==> config.mk <==
export PLATFORM = sky130hd
export DESIGN_NAME = adaptive_step_driver
export DESIGN_NICKNAME = d
export VERILOG_FILES = /design/src/rtl/adaptive_step_pkg.sv /design/src/rtl/adaptive_step_chop.sv /design/src/rtl/adaptive_step_judge.sv /design/src/rtl/adaptive_step_stage.sv /design/src/rtl/adaptive_step_driver.sv
export SDC_FILE = /design/constraint.sdc
export NUM_CORES = 1
export LEC_CHECK = 0
export ABC_AREA = 1
export ABC_CLOCK_PERIOD_IN_PS = 3900
export BUFFER_PORTS_ARGS = -buffer_cell sky130_fd_sc_hd__buf_2
export CORE_ASPECT_RATIO = 0.6
export CORE_UTILIZATION = 62
export DETAILED_ROUTE_END_ITERATION = 8
export PLACE_DENSITY = 0.77
export SLEW_MARGIN = 30
export SYNTH_ARGS = -nofsm -noshare
export SYNTH_HDL_FRONTEND = slang
export SYNTH_SLANG_ARGS = --single-unit
==> constraint.sdc <==
create_clock -name clk -period 3.9 [get_ports clk]
set_clock_uncertainty 0.1 [all_clocks]
set_input_delay 0.195 -clock clk [delete_from_list [all_inputs] [get_ports clk]]
set_output_delay 0.195 -clock clk [all_outputs]
set_load 0.05 [all_outputs]
==> src/rtl/adaptive_step_pkg.sv <==
package adaptive_step_pkg;
    localparam int CHOP_LEN     = 16;  // slice length of the chopper
    localparam int BASE_DUTY    = 6;   // 37.5 % in sixteenths
    localparam int TOP_DUTY_LOW = 12;  // 75 %
    localparam int STRETCH_DUTY = 4;   // 25 %

    function automatic int period_mult(input logic [1:0] sel);
        case (sel)
            2'b00:   return 1;
            2'b01:   return 5;
            2'b10:   return 10;
            default: return 20;
        endcase
    endfunction
endpackage

==> src/rtl/adaptive_step_chop.sv <==
module adaptive_step_chop
    import adaptive_step_pkg::*;
(
    input  logic [2:0] stage,
    input  logic [2:0] top_idx,
    input  logic [1:0] low_sel,
    input  logic       top_full,
    input  logic       main_on,
    input  logic       stretch_on,
    input  logic [3:0] slice_pos,
    output logic       drive_on
);
    logic [4:0] duty;
    logic [4:0] level;

    always_comb begin
        if (stage == top_idx)
            duty = top_full ? 5'(CHOP_LEN) : 5'(TOP_DUTY_LOW);
        else
            duty = 5'(BASE_DUTY) + {3'b000, low_sel} + {2'b00, stage};
        if (main_on)
            level = duty;
        else if (stretch_on)
            level = 5'(STRETCH_DUTY);
        else
            level = 5'd0;
    end

    assign drive_on = {1'b0, slice_pos} < level;
endmodule

==> src/rtl/adaptive_step_judge.sv <==
module adaptive_step_judge #(
    parameter int LW = 9
) (
    input  logic          clk,
    input  logic          rst_n,
    input  logic          clear,
    input  logic          en,
    input  logic          pos,
    input  logic          neg,
    input  logic [LW-1:0] limit,
    output logic          hit
);
    typedef struct packed {
        logic          armed;
        logic [LW-1:0] gap;
        logic          hit;
    } judge_t;

    judge_t j_d, j_q;

    always_comb begin
        j_d = j_q;
        if (clear) begin
            j_d = '0;
        end else if (en && !j_q.hit) begin
            if (j_q.armed) begin
                if (neg)
                    j_d.hit = 1'b1;
                else if (j_q.gap == limit - 1'b1)
                    j_d.armed = 1'b0;
                else
                    j_d.gap = j_q.gap + 1'b1;
            end else if (pos) begin
                j_d.armed = 1'b1;
                j_d.gap   = '0;
            end
        end
    end

    always_ff @(posedge clk or negedge rst_n) begin
        if (!rst_n) j_q <= '0;
        else        j_q <= j_d;
    end

    assign hit = j_d.hit;
endmodule

==> src/rtl/adaptive_step_stage.sv <==
module adaptive_step_stage #(
    parameter int RELAX_CNT = 256
) (
    input  logic       clk,
    input  logic       rst_n,
    input  logic       done,
    input  logic       ok,
    input  logic [2:0] top_idx,
    output logic [2:0] stage
);
    localparam int CW = $clog2(RELAX_CNT + 1);

    typedef struct packed {
        logic [2:0]    stage;
        logic [CW-1:0] run;
    } stage_t;

    stage_t g_d, g_q;
    logic [2:0] eff;

    assign eff = (g_q.stage > top_idx) ? top_idx : g_q.stage;

    always_comb begin
        g_d = g_q;
        if (done) begin
            g_d.stage = eff;
            if (!ok) begin
                g_d.run = '0;
                if (eff != top_idx) g_d.stage = eff + 3'd1;
            end else if (g_q.run == CW'(RELAX_CNT - 1)) begin
                g_d.run = '0;
                if (eff != 3'd0) g_d.stage = eff - 3'd1;
            end else begin
                g_d.run = g_q.run + 1'b1;
            end
        end
    end

    always_ff @(posedge clk or negedge rst_n) begin
        if (!rst_n) g_q <= '0;
        else        g_q <= g_d;
    end

    assign stage = eff;
endmodule

==> src/rtl/adaptive_step_driver.sv <==
module adaptive_step_driver
    import adaptive_step_pkg::*;
#(
    parameter int SEC_CYC   = 32768,
    parameter int PW_UNIT   = 32,
    parameter int LIM_UNIT  = 32,
    parameter int DET_END   = 1024,
    parameter int RELAX_CNT = 256
) (
    input  logic       clk,
    input  logic       rst_n,
    input  logic       run_en,
    input  logic [1:0] low_duty_sel,
    input  logic [1:0] stage_cnt_sel,
    input  logic       top_full,
    input  logic       stretch_en,
    input  logic [1:0] period_sel,
    input  logic [2:0] width_sel,
    input  logic [2:0] limit_sel,
    input  logic       det_pos,
    input  logic       det_neg,
    output logic       sw_hs_a,
    output logic       sw_ls_a,
    output logic       sw_hs_b,
    output logic       sw_ls_b,
    output logic       step_fail
);
    localparam int PER_W = $clog2(SEC_CYC * 20);
    localparam int TW    = $clog2(DET_END);
    localparam int LW    = $clog2(11 * LIM_UNIT + 1);

    typedef struct packed {
        logic             active;
        logic [TW-1:0]    t;
        logic [PER_W-1:0] per;
        logic             pol;
        logic             fail;
    } drv_t;

    drv_t s_d, s_q;

    logic [PER_W-1:0] per_last;
    logic [TW-1:0]    tp, drive_end;
    logic [LW-1:0]    limit;
    logic [2:0]       top_idx, stage_eff;
    logic             main_on, stretch_on, in_sense, at_top;
    logic             start, last, done, hit, ok, drive_on;

    assign per_last  = PER_W'(SEC_CYC * period_mult(period_sel) - 1);
    assign tp        = TW'((int'(width_sel) + 1) * PW_UNIT);
    assign drive_end = stretch_en ? TW'(3 * (int'(width_sel) + 1) * PW_UNIT) : tp;
    assign limit     = LW'((int'(limit_sel) + 4) * LIM_UNIT);
    assign top_idx   = 3'd2 + {1'b0, stage_cnt_sel};
    assign at_top    = (stage_eff == top_idx);

    assign main_on    = s_q.active && (s_q.t < tp);
    assign stretch_on = s_q.active && stretch_en && !main_on && (s_q.t < drive_end);
    assign in_sense   = s_q.active && (s_q.t >= drive_end);

    assign start = run_en && (s_q.per >= per_last);
    assign last  = s_q.active && (s_q.t == TW'(DET_END - 1));
    assign done  = run_en && last;
    assign ok    = at_top || hit;

    adaptive_step_judge #(.LW(LW)) u_judge (
        .clk   (clk),
        .rst_n (rst_n),
        .clear (start),
        .en    (in_sense && !at_top),
        .pos   (det_pos),
        .neg   (det_neg),
        .limit (limit),
        .hit   (hit)
    );

    adaptive_step_stage #(.RELAX_CNT(RELAX_CNT)) u_stage (
        .clk     (clk),
        .rst_n   (rst_n),
        .done    (done),
        .ok      (ok),
        .top_idx (top_idx),
        .stage   (stage_eff)
    );

    adaptive_step_chop u_chop (
        .stage      (stage_eff),
        .top_idx    (top_idx),
        .low_sel    (low_duty_sel),
        .top_full   (top_full),
        .main_on    (main_on),
        .stretch_on (stretch_on),
        .slice_pos  (s_q.t[3:0]),
        .drive_on   (drive_on)
    );

    always_comb begin
        s_d      = s_q;
        s_d.fail = 1'b0;
        if (!run_en) begin
            s_d.active = 1'b0;
            s_d.per    = '0;
        end else begin
            if (s_q.active) begin
                if (last) begin
                    s_d.active = 1'b0;
                    s_d.fail   = !ok;
                end else begin
                    s_d.t = s_q.t + 1'b1;
                end
            end
            if (start) begin
                s_d.per    = '0;
                s_d.active = 1'b1;
                s_d.t      = '0;
                s_d.pol    = !s_q.pol;
            end else begin
                s_d.per = s_q.per + 1'b1;
            end
        end
    end

    always_ff @(posedge clk or negedge rst_n) begin
        if (!rst_n)
            s_q <= '{active: 1'b0, t: '0, per: '0, pol: 1'b1, fail: 1'b0};
        else
            s_q <= s_d;
    end

    assign sw_hs_a   = drive_on && !s_q.pol;
    assign sw_ls_b   = drive_on && !s_q.pol;
    assign sw_hs_b   = drive_on && s_q.pol;
    assign sw_ls_a   = drive_on && s_q.pol;
    assign step_fail = s_q.fail;
endmodule

After elaboration in Yosys (flattened, before gate mapping)
Cells that the tools add are included.
{"block": "totals", "regBits": 56, "latch_bits": 0, "ramBits": 0, "mem_bits_ro": 0, "input_bits": 19, "output_inout_bits": 5, "wordCells": 97, "mem_count": 0}
{"block": "op_classes", "addsub": 13, "multipliers": 1, "div_mod_pow": 0, "order_cmp": 6, "n_eq_ne": 10, "n_shift": 0, "mux": 31, "n_bitwise": 0, "reduce_logical": 26}
{"cell": "2-to-1 mux 10 bit", "count": 5}
{"cell": "2-to-1 mux 11 bit", "count": 4}
{"cell": "2-to-1 mux 20 bit", "count": 2}
{"cell": "adder 20 x 1 -> 20 bit, second input constant", "count": 1}
{"cell": "greater-or-equal comparator 20 bit", "count": 1}
{"cell": "subtractor 20 x 2 -> 20 bit, second input constant", "count": 1}
{"cell": "adder 9 x 1 -> 9 bit, second input constant", "count": 2}
{"cell": "2-to-1 mux 9 bit", "count": 2}
{"cell": "2-to-1 mux 3 bit", "count": 5}
{"cell": "2-to-1 mux 5 bit", "count": 3}
{"cell": "case mux 5 bit (3 select lines)", "count": 1}
{"cell": "logical AND 1 bit", "count": 12}
{"cell": "2-to-1 mux 12 bit", "count": 1}
{"cell": "adder 10 x 1 -> 10 bit, second input constant", "count": 1}
{"cell": "equality test 10 bit, second input constant", "count": 1}
{"cell": "greater-or-equal comparator 10 bit", "count": 1}
{"cell": "< comparator 10 bit", "count": 1}
{"cell": "< comparator 10 x 9 -> 1 bit", "count": 1}
{"cell": "equality test 9 x 8 -> 1 bit, second input constant", "count": 1}
{"cell": "equality test 9 bit", "count": 1}
{"cell": "subtractor 9 x 1 -> 9 bit, second input constant", "count": 1}
{"cell": "2-to-1 mux 1 bit", "count": 8}
{"cell": "inequality test 3 bit, second input constant", "count": 2}
{"cell": "nonzero test 3 bit", "count": 2}
{"cell": "other kinds (22)", "count": 27}

Depth between registers and ports, before layout
Gate-level depths: netlist of run 1.
{"block": "depth", "word_depth": 14, "depth_mapped": 25, "mapped_depth_nobuf": 25}

Hierarchy
A second synthesis of run 1 with hierarchy kept.
{"block": "hier_totals", "cells_unflattened": 707, "area_unflattened_um2": 4874.7}
{"module": "adaptive_step_driver", "n_inst": 1, "cells_each": 342, "area_per_inst_um2": 2463.6, "seq_area_each_um2": 827.0}
{"module": "adaptive_step_judge", "n_inst": 1, "cells_each": 174, "area_per_inst_um2": 1104.8, "seq_area_each_um2": 275.3}
{"module": "adaptive_step_stage", "n_inst": 1, "cells_each": 142, "area_per_inst_um2": 996.0, "seq_area_each_um2": 300.3}
{"module": "adaptive_step_chop", "n_inst": 1, "cells_each": 49, "area_per_inst_um2": 310.3, "seq_area_each_um2": 0.0}

Worst setup path before layout of run 1
No wires, ideal clock.
{"block": "synth_timing", "path_kind": "input -> output", "start": "input width_sel[0]", "end": "output sw_ls_a", "arrival_time_ns": 4.162, "t_required_ns": 3.605, "slack_ns": -0.557, "cell_stages": 25, "n_path_buf": 1, "path_cell_list": "ha_1 > xnor2_1 > inv_1 > ha_1 > a21oi_1 > inv_1 > nand2_1 > nand2_1 > a21oi_1 > o21ai_0 > ha_1 > nand2_1 > inv_1 > nand2_1 > nand3_1 > nor3_1 > a31oi_1 > ha_1 > a21o_1 > o221ai_1 > nand2_1 > nand2_1 > nand2_1 > a21oi_1 > buf_4"}
{"block": "synth_between", "elab_chain_cells": 10, "elab_cells_between_ends": 13, "classes_between": "1 x add/sub; 1 x mul; 3 x order compare; 3 x mux; 5 x reduce/logical"}
{"item": "from (decl)", "line_no": "adaptive_step_driver.sv:18", "rtl": "input logic [2:0] width_sel,"}
{"item": "adder 3 x 1 -> 4 bit *", "line_no": "adaptive_step_driver.sv:50, adaptive_step_driver.sv:51"}
{"item": "branches (longest 6 deep; another with < comparator 10 bit)"}
{"item": "2-to-1 mux 5 bit *", "line_no": "adaptive_step_chop.sv:21", "rtl": "if (main_on)"}
{"item": "< comparator 4 x 5 -> 1 bit *", "line_no": "adaptive_step_chop.sv:29", "rtl": "assign drive_on = {1'b0, slice_pos} < level;"}
{"item": "logical AND 1 bit *"}
{"item": "to (decl)", "line_no": "adaptive_step_driver.sv:23", "rtl": "output logic sw_ls_a,"}
Every way passes the cells marked *.

Worst setup path in the final report of run 1
{"block": "layout_timing", "start": "input width_sel[0]", "end": "output sw_ls_a"}
{"block": "layout_between", "elab_chain_cells": 10, "elab_cells_between_ends": 13, "classes_between": "1 x add/sub; 1 x mul; 3 x order compare; 3 x mux; 5 x reduce/logical"}
{"item": "adder 3 x 1 -> 4 bit *", "line_no": "adaptive_step_driver.sv:50, adaptive_step_driver.sv:51"}
{"item": "branches (longest 6 deep; another with < comparator 10 bit)"}
{"item": "2-to-1 mux 5 bit *", "line_no": "adaptive_step_chop.sv:21"}
{"item": "< comparator 4 x 5 -> 1 bit *", "line_no": "adaptive_step_chop.sv:29"}
{"item": "logical AND 1 bit *", "line_no": "adaptive_step_driver.sv:132", "rtl": "assign sw_ls_a = drive_on && s_q.pol;"}
Marks and branches as above.

==> impl_metrics.env, run 1 <==
export IMPL_status="finished, violations left"
export IMPL_violations="setup timing"
export IMPL_setup_violations=4
export IMPL_worst_path_max_delay_cell="ha_1"
export IMPL_yosysSeqAreaShare=0.336
export IMPL_p_leak_nw=2.41
export IMPL_avgSynthCellArea_sq_um=7.96
export IMPL_rsz0062_at_grt="true"
export IMPL_grt_util_met3=0.0496
export IMPL_final_layout_size_suffix_gt1_frac=0.217
export IMPL_vias=3601
export IMPL_portBuffers=23
export IMPL_cts_tree="built"
export IMPL_cts_max_path_buffers=2
export IMPL_viasPerCell=5.57
export IMPL_drc=0
export IMPL_cts_sinks=56
export IMPL_cpPeakStageDelay_ns=0.32
export IMPL_die_h_um=65.6
export IMPL_grtUsageMet1=0.403
export IMPL_holdWs_ns=0.0542
export IMPL_dr_pass1_iters=5
export IMPL_grt_pass1_wl_mm=15.1
export IMPL_cap_viol_max_count=0
export IMPL_pre_cts_ws_ns=-0.149
export IMPL_cp_common_cell="nand2_1"
export IMPL_ant_nets=0
export IMPL_grt_max_degree=38
export IMPL_fmax_mhz=255
export IMPL_relSlewSlack=0.640
export IMPL_antenna_cells=0
export IMPL_syn2layout_area_growth_pct=15.0
export IMPL_worstPathMaxFanout=4
export IMPL_dieArea_sq_mm=0.00708
export IMPL_finalMaxSlewViolations=0
export IMPL_final_cell_mix="nand2_1, inv_1, dfrtp_1"
export IMPL_core_sq_mm=0.00630
export IMPL_drt_total_wl_mm=9.44
export IMPL_hold_viol=0
export IMPL_syn_cell_area_sq_mm=0.00418
export IMPL_use_met2=0.416
export IMPL_hold_depth=3
export IMPL_mostFrequentLayoutCell="nand2_1"
export IMPL_htree_levels=2
export IMPL_antenna_found_initial=0
export IMPL_drtIter0Drc=231
export IMPL_hpwl_mm=6.63
export IMPL_grt_usage=0.273
export IMPL_die_width_um=108
export IMPL_start_kind="input pin"
export IMPL_gp_congestion=0.865
export IMPL_cts_root_buf="clkbuf_8"
export IMPL_criticalPathCategory="input pin to output pin"
export IMPL_gr_max_usage_layer="met2"
export IMPL_min_period_over_period=1.01
export IMPL_cts_made_buffers=5
export IMPL_io_pins=24
export IMPL_num_rows=22
export IMPL_nNetsFinal=619
export IMPL_power_density_mw_per_mm2=285
export IMPL_required_ns=3.61
export IMPL_ir_worst_vdd_v=0.000296
export IMPL_ff2ff_path_depth=14
export IMPL_crit_chain="buf_6 > ha_4 > xnor2_2 > inv_2 > ha_4 > a21oi_2 > inv_2 > nand2_2 > nand2_2 > a21oi_2 > o21ai_1 > ha_1 > nand2_1 > inv_1 > nand2_1 > nand3_2 > nor3_2 > a31oi_1 > ha_1 > a21o_1 > o21ai_0 > nand2_1 > a21oi_4 > buf_6"
export IMPL_ys_types=46
export IMPL_gr_total_overflow=0
export IMPL_wl_per_cell_um=14.6
export IMPL_syn_nets=582
export IMPL_crit_path_end_kind="output pin"
export IMPL_worst_ep_arrival_time_ns=3.63
export IMPL_layout_setup_ws_ns=-0.0239
export IMPL_hold_path_class="input pin to register"
export IMPL_fin_crit_ns=3.92
export IMPL_synth_warnings=0
export IMPL_synth_seq_cells=56
export IMPL_synth_cells=525
export IMPL_clkTransAtPathRegs_ns=0.11
export IMPL_clk_latency_ns=0.33
export IMPL_worstMarginPinSlew_ns=0.536
export IMPL_grt_pass1_vias=3299
export IMPL_initial_core_util=0.663
per-layer routing:
metal / share of wire / vias to the layer above / wire length [um]
li1: - / 1794 / -
met2: 0.44 / 87 / 4140
met4: 0.014 / 0 / 131
met1: 0.50 / 1706 / 4720
met5: 0 / - / 0
met3: 0.048 / 14 / 457
kinds of logic (layout without fill, tap and decap cells):
group / count (synthesis) / count (layout) / share of synthesized area
buffers and inverters: 82 / 120 / 0.0818
AO/OA/AOI/OAI: 50 / 50 / 0.0680
adder cells (fa/ha/maj): 38 / 38 / 0.116
XOR/XNOR: 42 / 42 / 0.0881
flip-flops: 56 / 56 / 0.336
AND/OR/NAND/NOR: 257 / 257 / 0.311
area by class of cell:
class                           instances  area [sq um]
Clock buffer                            5          68.8
Clock inverter                          3          21.3
Multi-Input combinational cell        387          2660
Inverter                               74           280
Timing Repair Buffer                   38           268
Sequential cell                        56          1400
Tap cell                               84           105
Fill cell                             434          1500
power breakdown:
part	internal, mW	switching (mW)
combinational	0.145	0.243
sequential	0.614	0.0320
clock	0.128	0.208
total	0.887	0.483
synth_stat cells, drive strengths merged:
master	instances	area share
nor3b	1	0.0018
xor2	27	0.057
nand4	13	0.025
nor3	33	0.043
buf	6	0.013
nor4	5	0.0075
ha	37	0.11
clkinv	1	0.00090
xnor2	15	0.031
clkbuf	2	0.0018
o21ai	28	0.037
o221ai	1	0.0021
a31oi	1	0.0015
nand3	44	0.059
dfstp	1	0.0063
inv	73	0.066
a211oi	1	0.0018
nand3b	4	0.0072
fa	1	0.0048
a21oi	16	0.020
nand2	109	0.11
a21o	1	0.0018
and2	2	0.0033
dfrtp	55	0.33
o21bai	1	0.0018
or2	1	0.0015
and3	1	0.0015
o211ai	1	0.0018
nor2	44	0.053
sequential cells by signal, indices dropped and copies added (netlist names):
register	cells
s_q	32
step_fail	1
u_judge.j_q	11
u_stage.g_q	12
critical path, delay by kind of cell:
kind	cells	cell delay, ns
buffers and inverters	5	0.48
AOI/OAI and AO/OA	7	0.99
and+or+nand+nor	7	0.76
xor gates and xnor gates	1	0.21
adders and majority gates	4	0.98
worst paths after layout:
check                           startpoint               to  slack, ns
setup / recovery              width_sel[0]          sw_ls_a      -0.02
hold / removal                      run_en           s_q[3]       0.05
setup reg to reg           u_stage.g_q[11]   u_judge.j_q[1]       1.18
hold reg to reg                     s_q[2]           s_q[2]       0.38
max in group asynchronous            rst_n  u_stage.g_q[11]       2.58
min in group asynchronous            rst_n          s_q[19]       0.24
stage by stage:
step           TNS, ns  power [mW]  cell area (sq um)  utilization  cells
2_1_floorplan        0       0.911               4220            -    525
3_5_place_dp    -0.572       0.984               4420        0.701    630
3_3_place_gp         0       0.973               4420        0.701    630
4_1_cts              0        1.34               4600        0.730    644
6_report       -0.0933        1.37               4810        0.762    647
5_1_grt         -0.760        1.45               4810        0.762    647
timing repair:
action	4_1_cts	5_1_grt
setup buffers	5	3
gates resized for setup	13	37
pin swaps	5	20
setup endpoints to repair	4	4
hold endpoints to repair	18	0
hold buffers	1	0
Power figures use the tool's default switching activity.
==> inputs of run 2 (changes only) <==
--- a/config.mk
+++ b/config.mk
@@ -9,10 +9,13 @@
 export ABC_CLOCK_PERIOD_IN_PS = 3900
 export BUFFER_PORTS_ARGS = -buffer_cell sky130_fd_sc_hd__buf_2
 export CORE_ASPECT_RATIO = 0.6
-export CORE_UTILIZATION = 62
+export CORE_UTILIZATION = 63
 export DETAILED_ROUTE_END_ITERATION = 8
-export PLACE_DENSITY = 0.77
+export GPL_TIMING_DRIVEN = 1
+export PLACE_DENSITY = 0.78
+export SKIP_LAST_GASP = 1
 export SLEW_MARGIN = 30
 export SYNTH_ARGS = -nofsm -noshare
 export SYNTH_HDL_FRONTEND = slang
+export SYNTH_HIERARCHICAL = 1
 export SYNTH_SLANG_ARGS = --single-unit
==> run 2 against run 1 <==
The run still ends with setup timing left. Sequential power shrank 5.0%. Sequential share of layout area is 4.9 points lower. Final cell count up 36%.
==> impl_metrics.env, run 2 <==
export IMPL_grtUsageMet1=0.443
export IMPL_clk_latency_ns=0.29
export IMPL_synth_commonest_cells="nand2_1, inv_1, nand3_1"
export IMPL_htree_levels=2
export IMPL_relSlewSlack=0.513
export IMPL_cp_common_cell="inv_2"
export IMPL_synth_flop_cell="dfrtp_1"
export IMPL_synth_top_area_frac=0.282
export IMPL_finalMaxSlewViolations=0
export IMPL_synth_seq_cells=56
export IMPL_p_int_mw=1.03
export IMPL_synth_edf_count=0
export IMPL_p_leak_nw=2.91
export IMPL_grt_util_met3=0.0451
export IMPL_holdWs_ns=0.142
export IMPL_viasPerCell=5.39
export IMPL_fin_crit_ns=3.99
export IMPL_rsz0062_at_grt="true"
export IMPL_gr_total_overflow=0
export IMPL_mostFrequentLayoutCell="nand2_1"
export IMPL_ys_top_cells_by_area="dfrtp_1, nand2_1, ha_1, inv_1, nand3_1"
export IMPL_largest_reg_flops=32
export IMPL_use_met2=0.444
export IMPL_p_seq_frac=0.408
export IMPL_cpPeakStageDelay_ns=0.39
export IMPL_yosysSeqAreaShare=0.288
export IMPL_worst_path_max_delay_cell="dfrtp_1"
export IMPL_ir_worst_vdd_v=0.000151
export IMPL_dr_pass1_iters=6
export IMPL_synth_cells=707
export IMPL_grt_pass1_wl_mm=19.1
export IMPL_final_layout_size_suffix_gt1_frac=0.197
export IMPL_syn2layout_area_growth_pct=18.5
export IMPL_clkTransAtPathRegs_ns=0.07
export IMPL_die_width_um=116
export IMPL_cts_max_path_buffers=2
export IMPL_core_sq_mm=0.00739
export IMPL_grt_usage=0.294
export IMPL_largestRegisters="s_q (32), u_stage/g_q (12), u_judge/j_q (11)"
export IMPL_vias=4726
export IMPL_worst_ep_arrival_time_ns=3.70
export IMPL_cts_tree="built"
export IMPL_start_kind="register"
export IMPL_crit_chain="inv_2 > ha_2 > nand3_4 > nand2_4 > nand2_4 > nand2_4 > inv_2 > ha_4 > inv_2 > ha_4 > inv_2 > fa_1 > nand2_1 > nand2_1 > nand2_2 > nand2_4 > ha_4 > a21o_1 > a21oi_2 > nand2_1 > nand2_2 > inv_2 > nor2_4 > buf_6"
export IMPL_drtIter0Drc=492
export IMPL_violations="setup timing"
export IMPL_initial_core_util=0.660
export IMPL_async_reset_ff_frac=1.00
export IMPL_utilization=0.782
export IMPL_worstPathMaxFanout=4
export IMPL_synth_most_common_cell="nand2_1"
export IMPL_p_switching_uw=479
export IMPL_worstMarginPinSlew_ns=0.730
export IMPL_fmax_mhz=250
export IMPL_hold_path_class="input pin to register"
export IMPL_hpwl_mm=8.19
export IMPL_switching_share=0.318
export IMPL_gr_max_usage_layer="met2"
export IMPL_setup_violations=4
export IMPL_ant_nets=0
export IMPL_nNetsFinal=827
export IMPL_grt_pass1_vias=4189
export IMPL_avgSynthCellArea_sq_um=6.89
export IMPL_hold_viol=0
export IMPL_synth_top_area_cell="dfrtp_1"
export IMPL_pre_cts_ws_ns=-0.218
export IMPL_layout_setup_ws_ns=-0.0941
export IMPL_power_share_clock=0.302
export IMPL_ff2ff_path_depth=23
export IMPL_synth_warnings=6
export IMPL_portBuffers=23
export IMPL_required_ns=3.61
export IMPL_regMostFlops="s_q"
export IMPL_drt_total_wl_mm=11.5
export IMPL_cts_root_buf="clkbuf_16"
export IMPL_wl_per_cell_um=13.1
export IMPL_antenna_found_initial=0
export IMPL_antenna_cells=0
export IMPL_min_period_over_period=1.02
export IMPL_num_rows=24
export IMPL_gp_congestion=0.880
export IMPL_drc=0
export IMPL_grt_max_degree=34
export IMPL_dieArea_sq_mm=0.00810
export IMPL_ys_types=44
export IMPL_io_pins=24
export IMPL_syn_cell_area_sq_mm=0.00487
export IMPL_die_h_um=70.1
export IMPL_status="finished, violations left"
export IMPL_hold_depth=3
export IMPL_final_cell_mix="nand2_1, inv_1, nor2_1, nand3_1, dfrtp_1"
export IMPL_crit_path_end_kind="output pin"
export IMPL_criticalPathCategory="register to output pin"
export IMPL_pwr_share_comb=0.291
export IMPL_cap_viol_max_count=0
export IMPL_cts_sinks=56
export IMPL_power_density_mw_per_mm2=261
export IMPL_cts_made_buffers=5
## run 2: path summary, 6_finish.rpt
kind | startpoint | end | slack [ns]
worst max-delay path | u_stage/g_q[9] | sw_ls_b | -0.09
worst min-delay path | run_en | s_q[16] | 0.14
worst max register to register | u_stage/g_q[11] | u_stage/g_q[9] | 0.60
worst min register to register | s_q[2] | s_q[2] | 0.38
max in group asynchronous | rst_n | s_q[11] | 2.50
min in group asynchronous | rst_n | u_judge/j_q[7] | 0.41
## run 2: final cells by class
type,instances,area (sq um)
Clock buffer,8,146
Fill cell,578,1610
Inverter,101,383
Multi-Input combinational cell,554,3310
Sequential cell,56,1400
Tap cell,104,130
Timing Repair Buffer,54,399
## run 2: power groups by stage
stage	combinational, mW	clock [mW]	sequential [mW]
global route	0.482	0.485	0.615
detailed placement	0.348	0	0.623
finish	0.438	0.454	0.614
global placement	0.332	0	0.623
CTS	0.389	0.463	0.613
floorplan	0.251	0	0.619
## run 2: kinds of logic (layout without fill, tap and decap cells)
group,Yosys count,after routing,synth area share
simple gates,432,432,0.417
buf+inv,111,163,0.0924
flops,56,56,0.288
compound gates,38,38,0.0490
fa+ha+maj,36,36,0.0939
xor+xnor,32,32,0.0575
other cells,1,15,0.000769
mux,1,1,0.00205
## run 2: metrics by stage
stage / power [mW] / instances / cell area (sq um) / TNS, ns
finish: 1.51 / 877 / 5780 / -0.312
global placement: 0.955 / 856 / 5280 / -0.111
CTS: 1.46 / 872 / 5590 / -0.505
detailed placement: 0.972 / 856 / 5280 / -0.821
global route: 1.58 / 877 / 5780 / -0.797
floorplan: 0.871 / 721 / 4970 / 0
## run 2: worst max-delay path, delay by kind of cell (launching register included)
| family | cells | cell delay, ns |
|---|---|---|
| adders and majority gates | 5 | 1.34 |
| and+or+nand+nor | 11 | 0.98 |
| buffers and inverters | 6 | 0.42 |
| DFF | 1 | 0.39 |
| AOI/OAI and AO/OA | 2 | 0.26 |
## run 2: repair_timing
| item | 4_1_cts | 5_1_grt |
|---|---|---|
| endpoints found under the hold margin | 31 | 0 |
| gates cloned | 0 | 0 |
| gates resized for setup | 26 | 32 |
| hold buffers | 1 | 0 |
| pin swaps | 19 | 30 |
| setup endpoints to repair | 4 | 11 |
| setup buffers | 7 | 5 |
## run 2: metal layers
layer	vias up	wire length, um
li1	2375	-
met1	2202	5730
met2	130	5080
met3	19	540
met4	0	142
met5	-	0
